--- src/rtl/fsc_pkg.sv ---
package fsc_pkg;
  localparam logic [7:0] OP_WREN = 8'h06;
  localparam logic [7:0] OP_WRDI = 8'h04;
  localparam logic [7:0] OP_RDSR = 8'h05;
  localparam logic [7:0] OP_WRSR = 8'h01;
  localparam logic [7:0] OP_PP   = 8'h02;
  localparam logic [7:0] OP_SE   = 8'hD8;
  localparam logic [7:0] OP_BE   = 8'hC7;

  // bits that live in non-volatile storage: b7, b5, b4, b3, b2
  localparam logic [7:0] NV_MASK = 8'hBC;

  typedef enum logic [1:0] {CYC_WRSR, CYC_PP, CYC_SE, CYC_BE} cyc_e;

  typedef struct packed {
    logic setWel;
    logic clrWel;
    logic start;
    cyc_e kind;
  } strobe_t;
endpackage

--- src/rtl/fsc_ctrl.sv ---
module fsc_ctrl
  import fsc_pkg::*;
#(
  parameter int ADDR_W     = 24,
  parameter int SECTOR_W   = 7,
  parameter int SECTOR_LSB = 16
) (
  input  logic              clk,
  input  logic              rstN,
  input  logic              cmdValid,
  input  logic [7:0]        cmdOp,
  input  logic [ADDR_W-1:0] cmdAddr,
  input  logic              wpN,
  input  logic [7:0]        status,
  output strobe_t           stb,
  output logic              cmdAccept,
  output logic              cmdReject
);
  localparam int SPAN_W = SECTOR_W + 1;
  localparam logic [SPAN_W-1:0] SECTORS = SPAN_W'(1) << SECTOR_W;

  logic [SECTOR_W-1:0] sector;
  logic [2:0]          bp;
  logic                tb, wel, wip, hwLock;
  logic [SPAN_W-1:0]   span;
  logic                inArea;
  logic                acc, rej;
  logic                unusedBits;

  assign sector = cmdAddr[SECTOR_LSB +: SECTOR_W];
  assign bp     = status[4:2];
  assign tb     = status[5];
  assign wel    = status[1];
  assign wip    = status[0];
  assign hwLock = status[7] && !wpN;
  assign unusedBits = ^{cmdAddr, status[6]};

  always_comb begin
    if (bp == 3'd0)      span = '0;
    else if (bp == 3'd7) span = SECTORS;
    else                 span = SPAN_W'(1) << (bp - 3'd1);
  end

  assign inArea = tb ? ({1'b0, sector} < span)
                     : ({1'b0, sector} >= (SECTORS - span));

  always_comb begin
    acc = 1'b0;
    rej = 1'b0;
    stb = '{setWel: 1'b0, clrWel: 1'b0, start: 1'b0, kind: CYC_WRSR};
    if (cmdValid) begin
      if (cmdOp == OP_RDSR) begin
        acc = 1'b1;
      end else if (wip) begin
        rej = 1'b1;
      end else begin
        unique case (cmdOp)
          OP_WREN: begin acc = 1'b1; stb.setWel = 1'b1; end
          OP_WRDI: begin acc = 1'b1; stb.clrWel = 1'b1; end
          OP_WRSR, OP_PP, OP_SE, OP_BE: begin
            stb.kind = (cmdOp == OP_WRSR) ? CYC_WRSR :
                       (cmdOp == OP_PP)   ? CYC_PP   :
                       (cmdOp == OP_SE)   ? CYC_SE   : CYC_BE;
            if (!wel) begin
              rej = 1'b1;
            end else if ((cmdOp == OP_WRSR && hwLock) ||
                         ((cmdOp == OP_PP || cmdOp == OP_SE) && inArea) ||
                         (cmdOp == OP_BE && bp != 3'd0)) begin
              rej = 1'b1;
              stb.clrWel = 1'b1;
            end else begin
              acc = 1'b1;
              stb.start = 1'b1;
            end
          end
          default: rej = 1'b1;
        endcase
      end
    end
  end

  always_ff @(posedge clk or negedge rstN) begin
    if (!rstN) begin
      cmdAccept <= 1'b0;
      cmdReject <= 1'b0;
    end else begin
      cmdAccept <= acc;
      cmdReject <= rej;
    end
  end

  // one verdict per strobe, none without a strobe
  assert_one_verdict_R2: assert property (@(posedge clk) disable iff (!rstN)
    cmdValid |=> (cmdAccept ^ cmdReject));
  assert_no_spurious_verdict_R2: assert property (@(posedge clk) disable iff (!rstN)
    !cmdValid |=> !(cmdAccept || cmdReject));
  assert_busy_blocks_R6: assert property (@(posedge clk) disable iff (!rstN)
    (cmdValid && wip && cmdOp != OP_RDSR) |=> cmdReject);
  assert_latch_gate_R4: assert property (@(posedge clk) disable iff (!rstN)
    (cmdValid && !wel && (cmdOp == OP_WRSR || cmdOp == OP_PP ||
                          cmdOp == OP_SE || cmdOp == OP_BE)) |=> cmdReject);
  assert_bulk_guard_R10: assert property (@(posedge clk) disable iff (!rstN)
    (cmdValid && cmdOp == OP_BE && bp != 3'd0) |=> cmdReject);
endmodule

--- src/rtl/fsc_dpath.sv ---
module fsc_dpath
  import fsc_pkg::*;
#(
  parameter int         CNT_W   = 16,
  parameter int         T_WRSR  = 6,
  parameter int         T_PP    = 3,
  parameter int         T_SE    = 5,
  parameter int         T_BE    = 9,
  parameter logic [7:0] INIT_NV = 8'h00
) (
  input  logic       clk,
  input  logic       rstN,
  input  strobe_t    stb,
  input  logic [7:0] wrData,
  output logic [7:0] status
);
  localparam logic [CNT_W-1:0] LEN_WRSR = CNT_W'(T_WRSR - 1);
  localparam logic [CNT_W-1:0] LEN_PP   = CNT_W'(T_PP - 1);
  localparam logic [CNT_W-1:0] LEN_SE   = CNT_W'(T_SE - 1);
  localparam logic [CNT_W-1:0] LEN_BE   = CNT_W'(T_BE - 1);

  logic [7:0]       nvQ, pendQ;
  logic             welQ, wipQ, pendWrsr;
  logic [CNT_W-1:0] cntQ, lenSel;

  always_comb begin
    unique case (stb.kind)
      CYC_WRSR: lenSel = LEN_WRSR;
      CYC_PP:   lenSel = LEN_PP;
      CYC_SE:   lenSel = LEN_SE;
      default:  lenSel = LEN_BE;
    endcase
  end

  always_ff @(posedge clk or negedge rstN) begin
    if (!rstN) begin
      nvQ      <= INIT_NV & NV_MASK;
      pendQ    <= '0;
      pendWrsr <= 1'b0;
      welQ     <= 1'b0;
      wipQ     <= 1'b0;
      cntQ     <= '0;
    end else if (wipQ) begin
      if (cntQ == '0) begin
        wipQ     <= 1'b0;
        welQ     <= 1'b0;
        pendWrsr <= 1'b0;
        if (pendWrsr) nvQ <= pendQ & NV_MASK;
      end else begin
        cntQ <= cntQ - 1'b1;
      end
    end else if (stb.start) begin
      wipQ     <= 1'b1;
      cntQ     <= lenSel;
      pendWrsr <= (stb.kind == CYC_WRSR);
      pendQ    <= wrData;
    end else begin
      if (stb.setWel) welQ <= 1'b1;
      if (stb.clrWel) welQ <= 1'b0;
    end
  end

  assign status = nvQ | {6'b0, welQ, wipQ};

  // a cycle only begins with the latch set, and runs on while time remains
  assert_start_needs_latch_R5: assert property (@(posedge clk) disable iff (!rstN)
    $rose(wipQ) |-> welQ);
  assert_count_holds_R5: assert property (@(posedge clk) disable iff (!rstN)
    (wipQ && cntQ != '0) |=> wipQ);
  // the latch is gone when a cycle ends
  assert_latch_cleared_R7: assert property (@(posedge clk) disable iff (!rstN)
    $fell(wipQ) |-> !welQ);
  // protect bits never move while a cycle runs
  assert_nv_frozen_R8: assert property (@(posedge clk) disable iff (!rstN)
    wipQ |-> $stable(nvQ));
endmodule

--- src/rtl/flash_status_ctl.sv ---
module flash_status_ctl
  import fsc_pkg::*;
#(
  parameter int         ADDR_W     = 24,
  parameter int         SECTOR_W   = 7,
  parameter int         SECTOR_LSB = 16,
  parameter int         CNT_W      = 16,
  parameter int         T_WRSR     = 6,
  parameter int         T_PP       = 3,
  parameter int         T_SE       = 5,
  parameter int         T_BE       = 9,
  parameter logic [7:0] INIT_NV    = 8'h00
) (
  input  logic              clk,
  input  logic              rstN,
  input  logic              cmdValid,
  input  logic [7:0]        cmdOp,
  input  logic [ADDR_W-1:0] cmdAddr,
  input  logic [7:0]        cmdData,
  input  logic              wpN,
  output logic [7:0]        statusByte,
  output logic              cmdAccept,
  output logic              cmdReject,
  output logic              busy
);
  strobe_t stb;

  fsc_ctrl #(.ADDR_W(ADDR_W), .SECTOR_W(SECTOR_W), .SECTOR_LSB(SECTOR_LSB)) u_ctrl (
    .clk(clk), .rstN(rstN), .cmdValid(cmdValid), .cmdOp(cmdOp), .cmdAddr(cmdAddr),
    .wpN(wpN), .status(statusByte), .stb(stb),
    .cmdAccept(cmdAccept), .cmdReject(cmdReject));

  fsc_dpath #(.CNT_W(CNT_W), .T_WRSR(T_WRSR), .T_PP(T_PP), .T_SE(T_SE),
              .T_BE(T_BE), .INIT_NV(INIT_NV)) u_dpath (
    .clk(clk), .rstN(rstN), .stb(stb), .wrData(cmdData), .status(statusByte));

  assign busy = statusByte[0];

  // bit 6 reads 0 and busy mirrors bit 0, seen at the ports
  assert_fixed_bit_R1: assert property (@(posedge clk) disable iff (!rstN)
    !statusByte[6] && (busy == statusByte[0]));
endmodule

--- config.mk ---
export PLATFORM = sky130hd
export DESIGN_NAME = flash_status_ctl
export DESIGN_NICKNAME = d
export VERILOG_FILES = /design/src/rtl/fsc_pkg.sv /design/src/rtl/fsc_ctrl.sv /design/src/rtl/fsc_dpath.sv /design/src/rtl/flash_status_ctl.sv
export SDC_FILE = /design/constraint.sdc
export NUM_CORES = 1
export LEC_CHECK = 0
export ABC_CLOCK_PERIOD_IN_PS = 4300
export BUFFER_PORTS_ARGS = -buffer_cell sky130_fd_sc_hd__buf_2
export CORE_MARGIN = 2
export CORE_UTILIZATION = 54
export DETAILED_ROUTE_END_ITERATION = 7
export PLACE_DENSITY_LB_ADDON = 0.2
export SETUP_SLACK_MARGIN = 0.1
export SKIP_LAST_GASP = 1
export SLEW_MARGIN = 40
export SYNTH_ARGS = -nofsm -noshare
export SYNTH_HDL_FRONTEND = slang
export SYNTH_HIERARCHICAL = 1
export SYNTH_SLANG_ARGS = --single-unit
--- constraint.sdc ---
create_clock -name clk -period 4.3 [get_ports clk]
set_input_delay 0.86 -clock clk [delete_from_list [all_inputs] [get_ports clk]]
set_output_delay 0.86 -clock clk [all_outputs]
set_load 0.03 [all_outputs]
==> flow_summary.yaml, run 1 <==
clock_tree:
  cts_buffers: 5
  clock_path_buffers: 2
  cts_htree_levels: 2
  root_buffer: "clkbuf_8"
  cts_tree: "yes"
  insertion_delay_ns: 0.29
  clk_pin_slew_ns: 0.07
  cts_sinks: 31
detailed_routing:
  ant_nets: 0
  vias: 1972
  routedWlPerCell_um: 13.7
  drc: 0
  wl_um: 4540
  drtIter0Drc: 91
  drtPass1Iterations: 6
  viasPerCell: 5.96
placed_design:
  preCtsSetupSlack_ns: 0.412
  port_buffers: 33
  globalplace.congestion: 0.775
  placed_cells: 323
  dp_hpwl_um: 3410
finish:
  multi_input_area_sq_um: 1310
  stdcell_count: 331
  post-route-util_pct: 62.8
  drive_gt1_share_pct: 22.4
  syn_to_final_growth_pct: 12.5
  seq_area_sq_um: 776
  fillers: 376
  antenna_cells: 0
  nNetsFinal: 339
critical_path:
  path_max_fanout: 12
  endpoint_kind: "flop"
  cpPeakStageDelay_ns: 0.53
  crit_top_cell: "ha_1"
  cp.depth: 13
  reg2reg_depth: 13
  worstPathArrival_ns: 4.05
  cp.required_ns: 4.51
  path_buf_inv: 0
  timing_worst_setup_path_type: "flop to flop"
  critPathLaunchType: "flop"
  crit_chain: "or3b_2 -> ha_1 -> xnor2_1 -> ha_1 -> a31o_2 -> a211oi_1 -> o21ai_0 -> nand2_1 -> a2bb2oi_1 -> nor3_1 -> o22ai_1 -> or4_1 -> a21oi_1"
  cp_slowest_cell: "dfrtp_1"
  critPathTopFamily: "simple AND/OR/NAND/NOR gates"
pwr:
  ir_drop_mv: 0.303
  p_leak_uw: 0.00109
  cellPowerDensity_nw_per_um2: 393
  power_uw: 979
sta:
  finClkSkew_ns: 0.00587
  period_needed_ns: 3.84
  rsz0062_at_grt: "false"
  fin_crit_sh_pct: 89.3
  finalSetupViolCount: 0
  tns_ns: 0
  slew_violations: 0
  hold_violations: 0
  worstMarginPinSlew_ns: 0.755
  setup_ws_ns: 0.461
  relSlewSlack_pct: 49.0
  timing.fmax_ghz: 0.260
floorplan:
  rows: 23
  die_w_um: 68.1
  start_util_pct: 55.8
  die_area_sq_um: 4630
  core_area_sq_um: 3970
  io_pins: 55
  die_y_um: 68.1
global_routing:
  grt_pass1_vias: 1799
  grt.overflow.total: 0
  grt_max_degree: 32
  antenna_found_initial: 0
  grt_first_pass_wirelength_um: 7760
  gr-usage-all-layers_pct: 22.3
worst_hold_path:
  hold_class: "flop to flop"
  min_path_cells: 2
logic_synthesis:
  async_flop_share_pct: 100
  yosysTopAreaCell: "dfrtp_1"
  yosys.cell_count.top_type: "nand2_1"
  ys_warn_count: 6
  synth_edf_count: 0
  synth_top_flop_cell: "dfrtp_1"
  synthTopCellsByArea: "dfrtp_1 35%, ha_1 8.5%, nand2_1 5.4%"
  postSynthAreaPerCell_sq_um: 8.76
  synth_cells: 253
  synth_fp_nets: 312
  synth_cell_type_count: 55
  synth_seq_cells: 31
  synth_top_area_share_pct: 35.0
  synth_seq_area_share_pct: 35.0
  syn_area_sq_um: 2220
  synth_common_cells: "32 x nand2_1, 31 x dfrtp_1, 15 x a21oi_1, 15 x ha_1"
run_status:
  status: "finished, final reports clean"
run:
  drv_cap: 0
-- flip-flops by register name, indices dropped and copies added, names as in the netlist --
signal            count
u_ctrl/cmdAccept      1
u_ctrl/cmdReject      1
u_dpath/cntQ         16
u_dpath/nvQ           5
u_dpath/pendQ         5
u_dpath/pendWrsr      1
u_dpath/welQ          1
u_dpath/wipQ          1
-- cell usage in the layout (no fill, tap or decap), types with 3 or more instances in the layout --
cell	instances
inv_1	11
buf_4	3
nand3_1	11
nor2_1	10
nor3_1	9
o211ai_1	4
o311ai_0	4
o41ai_1	6
nand2_1	32
nand2b_1	4
o31ai_1	3
nor4_1	7
nand3b_1	4
ha_1	15
o21ai_0	7
mux2_2	5
a21oi_1	15
and3_1	3
dfrtp_1	31
or3_1	4
buf_2	33
nor2b_1	4
nand4_1	3
clkbuf_8	6
or4_1	5
-- metal layers --
metal,share of wire (%),GRT usage (%),up-vias
li1,-,-,992
met1,48,28.5,938
met2,47,36.9,36
met3,3.8,4.93,6
met4,1.5,8.25,0
met5,0,0,-
-- cells by family (layout without fill, tap and decap cells) --
group | count (synthesis) | count (layout) | synth area share, %
muxes | 7 | 7 | 3.44
other | 2 | 2 | 0.339
xor gates and xnor gates | 3 | 3 | 1.19
AOI/OAI and AO/OA | 55 | 55 | 17.2
buffers and inverters | 27 | 55 | 6.09
DFF | 31 | 31 | 35.0
and+or+nand+nor | 113 | 113 | 28.3
adders and majority gates | 15 | 15 | 8.47
-- where the power goes --
part | internal (uW) | switching (uW) | total, uW | leakage (uW)
sequential | 356 | 100 | 456 | 0.000379
combinational | 103 | 124 | 228 | 0.000646
clock | 187 | 109 | 296 | 0.0000612
total | 646 | 333 | 979 | 0.00109
-- worst reg2reg max path: stages (launching register included) --
cell and delay (ns):
dfrtp_1 0.53, or3b_2 0.51, ha_1 0.26, xnor2_1 0.14, ha_1 0.29, a31o_2 0.25
a211oi_1 0.25, o21ai_0 0.16, nand2_1 0.14, a2bb2oi_1 0.08, nor3_1 0.35, o22ai_1 0.14
or4_1 0.52, a21oi_1 0.15
-- through the flow --
stage	area (sq um)	hold slack [ns]
floorplan	2220	0.440
global placement	2370	0.457
detailed placement	2370	0.463
CTS	2490	0.480
global route	2490	0.505
finish	2490	0.476
-- final timing paths --
check | start | slack, ns | end
max | u_dpath/nvQ[3] | 0.46 | u_dpath/cntQ[13]
min | u_dpath/pendQ[3] | 0.48 | u_dpath/pendQ[3]
max reg2reg | u_dpath/nvQ[3] | 0.46 | u_dpath/cntQ[13]
min reg2reg | u_dpath/pendQ[3] | 0.48 | u_dpath/pendQ[3]
max in group asynchronous | rstN | 3.25 | u_dpath/pendQ[2]
min in group asynchronous | rstN | 0.61 | u_ctrl/cmdReject
-- area by class of cell --
cell class                 count  area share (%)
multi-input combinational    195            52.5
tap                           50            2.51
timing repair buffer          36            7.53
sequential                    31            31.1
clock buffer                   6            3.31
inverter                      11            1.66
clock inverter                 2            1.40
-- what timing repair did --
item	CTS	global route
hold buffers	0	0
setup buffers	0	0
resized for setup	0	1
endpoints found under the setup margin	0	1
Power figures use the tool's default switching activity.
==> run 2: changes to the inputs <==
==> constraint.sdc (replaced) <==
create_clock -name clk -period 4.3 [get_ports clk]
set_input_delay 0.43 -clock clk [delete_from_list [all_inputs] [get_ports clk]]
set_output_delay 0.43 -clock clk [all_outputs]
set_load 0.03 [all_outputs]
==> flow_summary.yaml, run 2 (synthesis gave the netlist of run 1 again) <==
floorplan:
  die_area_sq_um: 4630
  start_util_pct: 55.8
  rows: 23
  io_pins: 55
  core_area_sq_um: 3970
  die_y_um: 68.1
  die_w_um: 68.1
critical_path:
  reg2reg_from: "u_dpath/nvQ[3]"
  cp_slowest_cell: "dfrtp_1"
  cpPeakStageDelay_ns: 0.53
  startpoint: "u_dpath/nvQ[3]"
  crit_chain: "or3b_2 -> ha_1 -> xnor2_1 -> ha_1 -> a31o_2 -> a211oi_1 -> o21ai_0 -> nand2_1 -> a2bb2oi_1 -> nor3_1 -> inv_1 -> nor2_1 -> nor2_1"
  endpoint_kind: "flop"
  path_max_fanout: 12
  critPathLaunchType: "flop"
  r2r_slack_ns: 0.45
  worstPathArrival_ns: 3.99
  cp.required_ns: 4.44
  timing_worst_setup_path_type: "flop to flop"
  rr_endpoint: "u_dpath/cntQ[9]"
  reg2reg_depth: 13
finish:
  fillers: 374
  seq_area_sq_um: 776
  nNetsFinal: 339
  reg_top3: "u_dpath/cntQ (16), u_dpath/nvQ (5), u_dpath/pendQ (5)"
  largest_register_ff_count: 16
  mostFrequentLayoutCells: "33 x buf_2, 32 x nand2_1, 31 x dfrtp_1, 15 x a21oi_1, 15 x ha_1"
  syn_to_final_growth_pct: 12.4
  antenna_cells: 0
  final_common_cell: "buf_2"
  multi_input_area_sq_um: 1310
  drive_gt1_share_pct: 22.1
  regMostFlops: "u_dpath/cntQ"
placed_design:
  dp_hpwl_um: 3410
  preCtsSetupSlack_ns: 0.384
  port_buffers: 33
  globalplace.congestion: 0.776
detailed_routing:
  drtPass1Iterations: 4
  wl_um: 4550
  vias: 1998
  ant_nets: 0
  routedWlPerCell_um: 13.7
  drc: 0
  viasPerCell: 6.04
  drtIter0Drc: 75
clock_tree:
  cts_tree: "yes"
  cts_hold_buf: 0
  cts_htree_levels: 2
  clk_pin_slew_ns: 0.06
  clock_path_buffers: 2
  ctsResizeCount: 0
  root_buffer: "clkbuf_8"
  cts_buffers: 5
  post_cts_buffers: 0
  cts_sinks: 31
  insertion_delay_ns: 0.29
global_routing:
  grt.overflow.total: 0
  gr-usage-all-layers_pct: 21.9
  grt_max_degree: 32
  grt_pass1_vias: 1796
  antenna_found_initial: 0
  grt_first_pass_wirelength_um: 7630
sta:
  timing.fmax_ghz: 0.260
  worstMarginPinSlew_ns: 0.744
  fin_crit_sh_pct: 89.5
  hold-worst-slack_ns: 0.177
  period_needed_ns: 3.85
  finClkSkew_ns: 0.00771
  tns_ns: 0
  setup_ws_ns: 0.453
  slew_violations: 0
  finalSetupViolCount: 0
  hold_violations: 0
  relSlewSlack_pct: 49.7
  rsz0062_at_grt: "false"
run_status:
  status: "finished, final reports clean"
worst_hold_path:
  hold_class: "input pin to async pin"
pwr:
  cellPowerDensity_nw_per_um2: 392
  p_leak_uw: 0.00109
  ir_drop_mv: 0.308
run:
  drv_cap: 0
[run 2: cell counts in the layout (fill, tap and decap cells not counted)]
No cell type changed its count.
[run 2: worst max path at each step]
stage / endpoint / slack, ns / cells after the start
6_report: u_dpath/cntQ[9] / 0.45 / 13
5_1_grt: u_dpath/pendQ[7] / 0.10 / 14
4_1_cts: u_dpath/pendQ[7] / 0.41 / 14
3_5_place_dp: u_dpath/pendQ[7] / 0.38 / 14
3_3_place_gp: u_dpath/pendQ[7] / 0.45 / 14
2_1_floorplan: u_dpath/cntQ[13] / 0.55 / 14
[run 2: worst max-delay path: cells and delay by family, from the launching register on]
family / cells / cell delay (ns)
AO/OA/AOI/OAI: 4 / 0.74
XOR/XNOR: 1 / 0.14
flip-flops: 1 / 0.53
adder cells (fa/ha/maj): 2 / 0.55
AND/OR/NAND/NOR: 5 / 1.57
buffers and inverters: 1 / 0.17
[run 2: routing by layer]
layer	wire length [um]	GRT usage [%]	vias up
met1	2160	27.1	958
met5	0	0	-
met3	196	4.93	6
li1	-	-	995
met2	2120	36.8	39
met4	65	9.00	0
[run 2: final cells by class]
cell class | count | share of cell area, %
sequential | 31 | 31.1
timing repair buffer | 36 | 7.53
inverter | 11 | 1.66
tap | 50 | 2.51
clock inverter | 2 | 1.41
multi-input combinational | 195 | 52.4
clock buffer | 6 | 3.31
[run 2: power by group]
group | total (uW) | switching (uW) | internal (uW) | leakage (uW)
combinational | 225 | 123 | 103 | 0.000646
sequential | 456 | 100 | 356 | 0.000379
clock | 296 | 109 | 187 | 0.0000612
[run 2: per-stage QoR]
stage | total power, uW | std cells | utilization, % | cell area [sq um]
final | 978 | 331 | 62.7 | 2490
after global routing | 1050 | 331 | 62.7 | 2490
after CTS | 986 | 331 | 62.7 | 2490
after detailed placement | 684 | 323 | 59.8 | 2370
after global placement | 674 | 323 | 59.8 | 2370
after floorplan | 625 | 253 | - | 2220
==> run 3: changes to the inputs <==
--- a/config.mk
+++ b/config.mk
@@ -11,6 +11,7 @@
 export CORE_UTILIZATION = 54
 export DETAILED_ROUTE_END_ITERATION = 7
 export PLACE_DENSITY_LB_ADDON = 0.2
+export REMOVE_ABC_BUFFERS = 1
 export SETUP_SLACK_MARGIN = 0.1
 export SKIP_LAST_GASP = 1
 export SLEW_MARGIN = 40
==> flow_summary.yaml, run 3 (synthesis gave the netlist of run 1 again) <==
finish:
  mostFrequentLayoutCells: "33 x buf_2, 32 x nand2_1, 31 x dfrtp_1, 15 x a21oi_1, 15 x ha_1"
  regMostFlops: "u_dpath/cntQ"
  reg_top3: "u_dpath/cntQ (16), u_dpath/nvQ (5), u_dpath/pendQ (5)"
  multi_input_area_sq_um: 1310
  seq_area_sq_um: 776
  largest_register_ff_count: 16
  final_common_cell: "buf_2"
  nNetsFinal: 343
  fillers: 362
  syn_to_final_growth_pct: 13.7
  post-route-util_pct: 63.5
  drive_gt1_share_pct: 23.2
  antenna_cells: 0
global_routing:
  gr-usage-all-layers_pct: 20.9
  antenna_found_initial: 0
  grt_first_pass_wirelength_um: 7370
  grt_max_degree: 32
  grt_pass1_vias: 1775
  grt.overflow.total: 0
sta:
  fin_crit_sh_pct: 87.1
  relSlewSlack_pct: 45.8
  timing.fmax_ghz: 0.267
  finClkSkew_ns: 0.00622
  tns_ns: 0
  finalSetupViolCount: 0
  hold_violations: 0
  slew_violations: 0
  worstMarginPinSlew_ns: 0.806
  period_needed_ns: 3.75
  setup_ws_ns: 0.553
  rsz0062_at_grt: "false"
placed_design:
  globalplace.congestion: 0.757
  preCtsSetupSlack_ns: 0.531
  dp_hpwl_um: 3380
  port_buffers: 33
clock_tree:
  cts_hold_buf: 0
  cts_htree_levels: 2
  root_buffer: "clkbuf_8"
  clock_path_buffers: 2
  cts_tree: "yes"
  post_cts_buffers: 0
  cts_buffers: 5
  insertion_delay_ns: 0.28
  cts_sinks: 31
  ctsResizeCount: 0
  clk_pin_slew_ns: 0.06
critical_path:
  path_buf_inv: 0
  cpPeakStageDelay_ns: 0.53
  endpoint_kind: "flop"
  crit_top_cell: "ha_1"
  cp_slowest_cell: "or4_1"
  path_max_fanout: 5
  worstPathArrival_ns: 3.96
  r2r_slack_ns: 0.55
  rr_endpoint: "u_dpath/cntQ[13]"
  critPathLaunchType: "flop"
  crit_chain: "or3b_2 -> ha_1 -> xnor2_1 -> ha_1 -> a31o_2 -> a211oi_1 -> o21ai_0 -> nand2_1 -> a2bb2oi_1 -> nor3_1 -> o22ai_1 -> or4_1 -> a21oi_1"
  timing_worst_setup_path_type: "flop to flop"
  reg2reg_from: "u_dpath/nvQ[4]"
  reg2reg_depth: 13
  cp.required_ns: 4.51
  critPathTopFamily: "simple AND/OR/NAND/NOR gates"
pwr:
  power_uw: 975
  p_leak_uw: 0.00111
  cellPowerDensity_nw_per_um2: 387
  ir_drop_mv: 0.384
floorplan:
  die_y_um: 68.1
  die_area_sq_um: 4630
  core_area_sq_um: 3970
  start_util_pct: 55.8
  die_w_um: 68.1
  io_pins: 55
  rows: 23
detailed_routing:
  ant_nets: 0
  drtPass1Iterations: 4
  drc: 0
  vias: 1952
  viasPerCell: 5.83
  routedWlPerCell_um: 13.3
  drtIter0Drc: 80
  wl_um: 4470
worst_hold_path:
  hold_class: "input pin to async pin"
run_status:
  status: "finished, final reports clean"
run:
  drv_cap: 0
run 3: changes by cell type in the layout (fill, tap and decap cells not counted):
| cell | before | now |
|---|---|---|
| buf_4 | 3 | 7 |
run 3: per-layer routing:
| layer | GRT usage, % | vias to the layer above | wire length, um |
|---|---|---|---|
| met4 | 6.00 | 0 | 31 |
| li1 | - | 1004 | - |
| met1 | 26.4 | 908 | 2140 |
| met2 | 35.2 | 36 | 2110 |
| met5 | 0 | - | 0 |
| met3 | 5.43 | 4 | 187 |
run 3: stage by stage:
step	hold slack (ns)	cell area [sq um]	cells
floorplan	0.134	2120	237
global placement	0.456	2400	327
detailed placement	0.473	2400	327
CTS	0.198	2520	335
global route	0.222	2520	335
finish	0.177	2520	335
run 3: layout make-up:
class | count | area share [%]
timing repair buffer | 40 | 8.64
clock inverter | 2 | 1.39
tap | 50 | 2.48
inverter | 11 | 1.64
sequential | 31 | 30.8
multi-input combinational | 195 | 51.8
clock buffer | 6 | 3.28
run 3: where the power goes:
part / total [uW] / switching (uW) / leakage, uW / internal, uW
Clock: 289 / 101 / 0.0000612 / 187
Sequential: 456 / 100 / 0.000379 / 356
Combinational: 231 / 127 / 0.000668 / 103
Total: 975 / 329 / 0.00111 / 646
run 3: how the worst max path moves through the flow:
stage                                  end      startpoint  cells after the start  slack (ns)
after CTS                 u_dpath/cntQ[13]  u_dpath/nvQ[4]                     13        0.51
after detailed placement  u_dpath/cntQ[13]  u_dpath/nvQ[4]                     13        0.53
after global routing      u_dpath/cntQ[13]  u_dpath/nvQ[4]                     13        0.34
final                     u_dpath/cntQ[13]  u_dpath/nvQ[4]                     13        0.55
after floorplan           u_dpath/cntQ[13]  u_dpath/nvQ[3]                     13        0.60
after global placement    u_dpath/cntQ[13]  u_dpath/nvQ[4]                     13        0.60
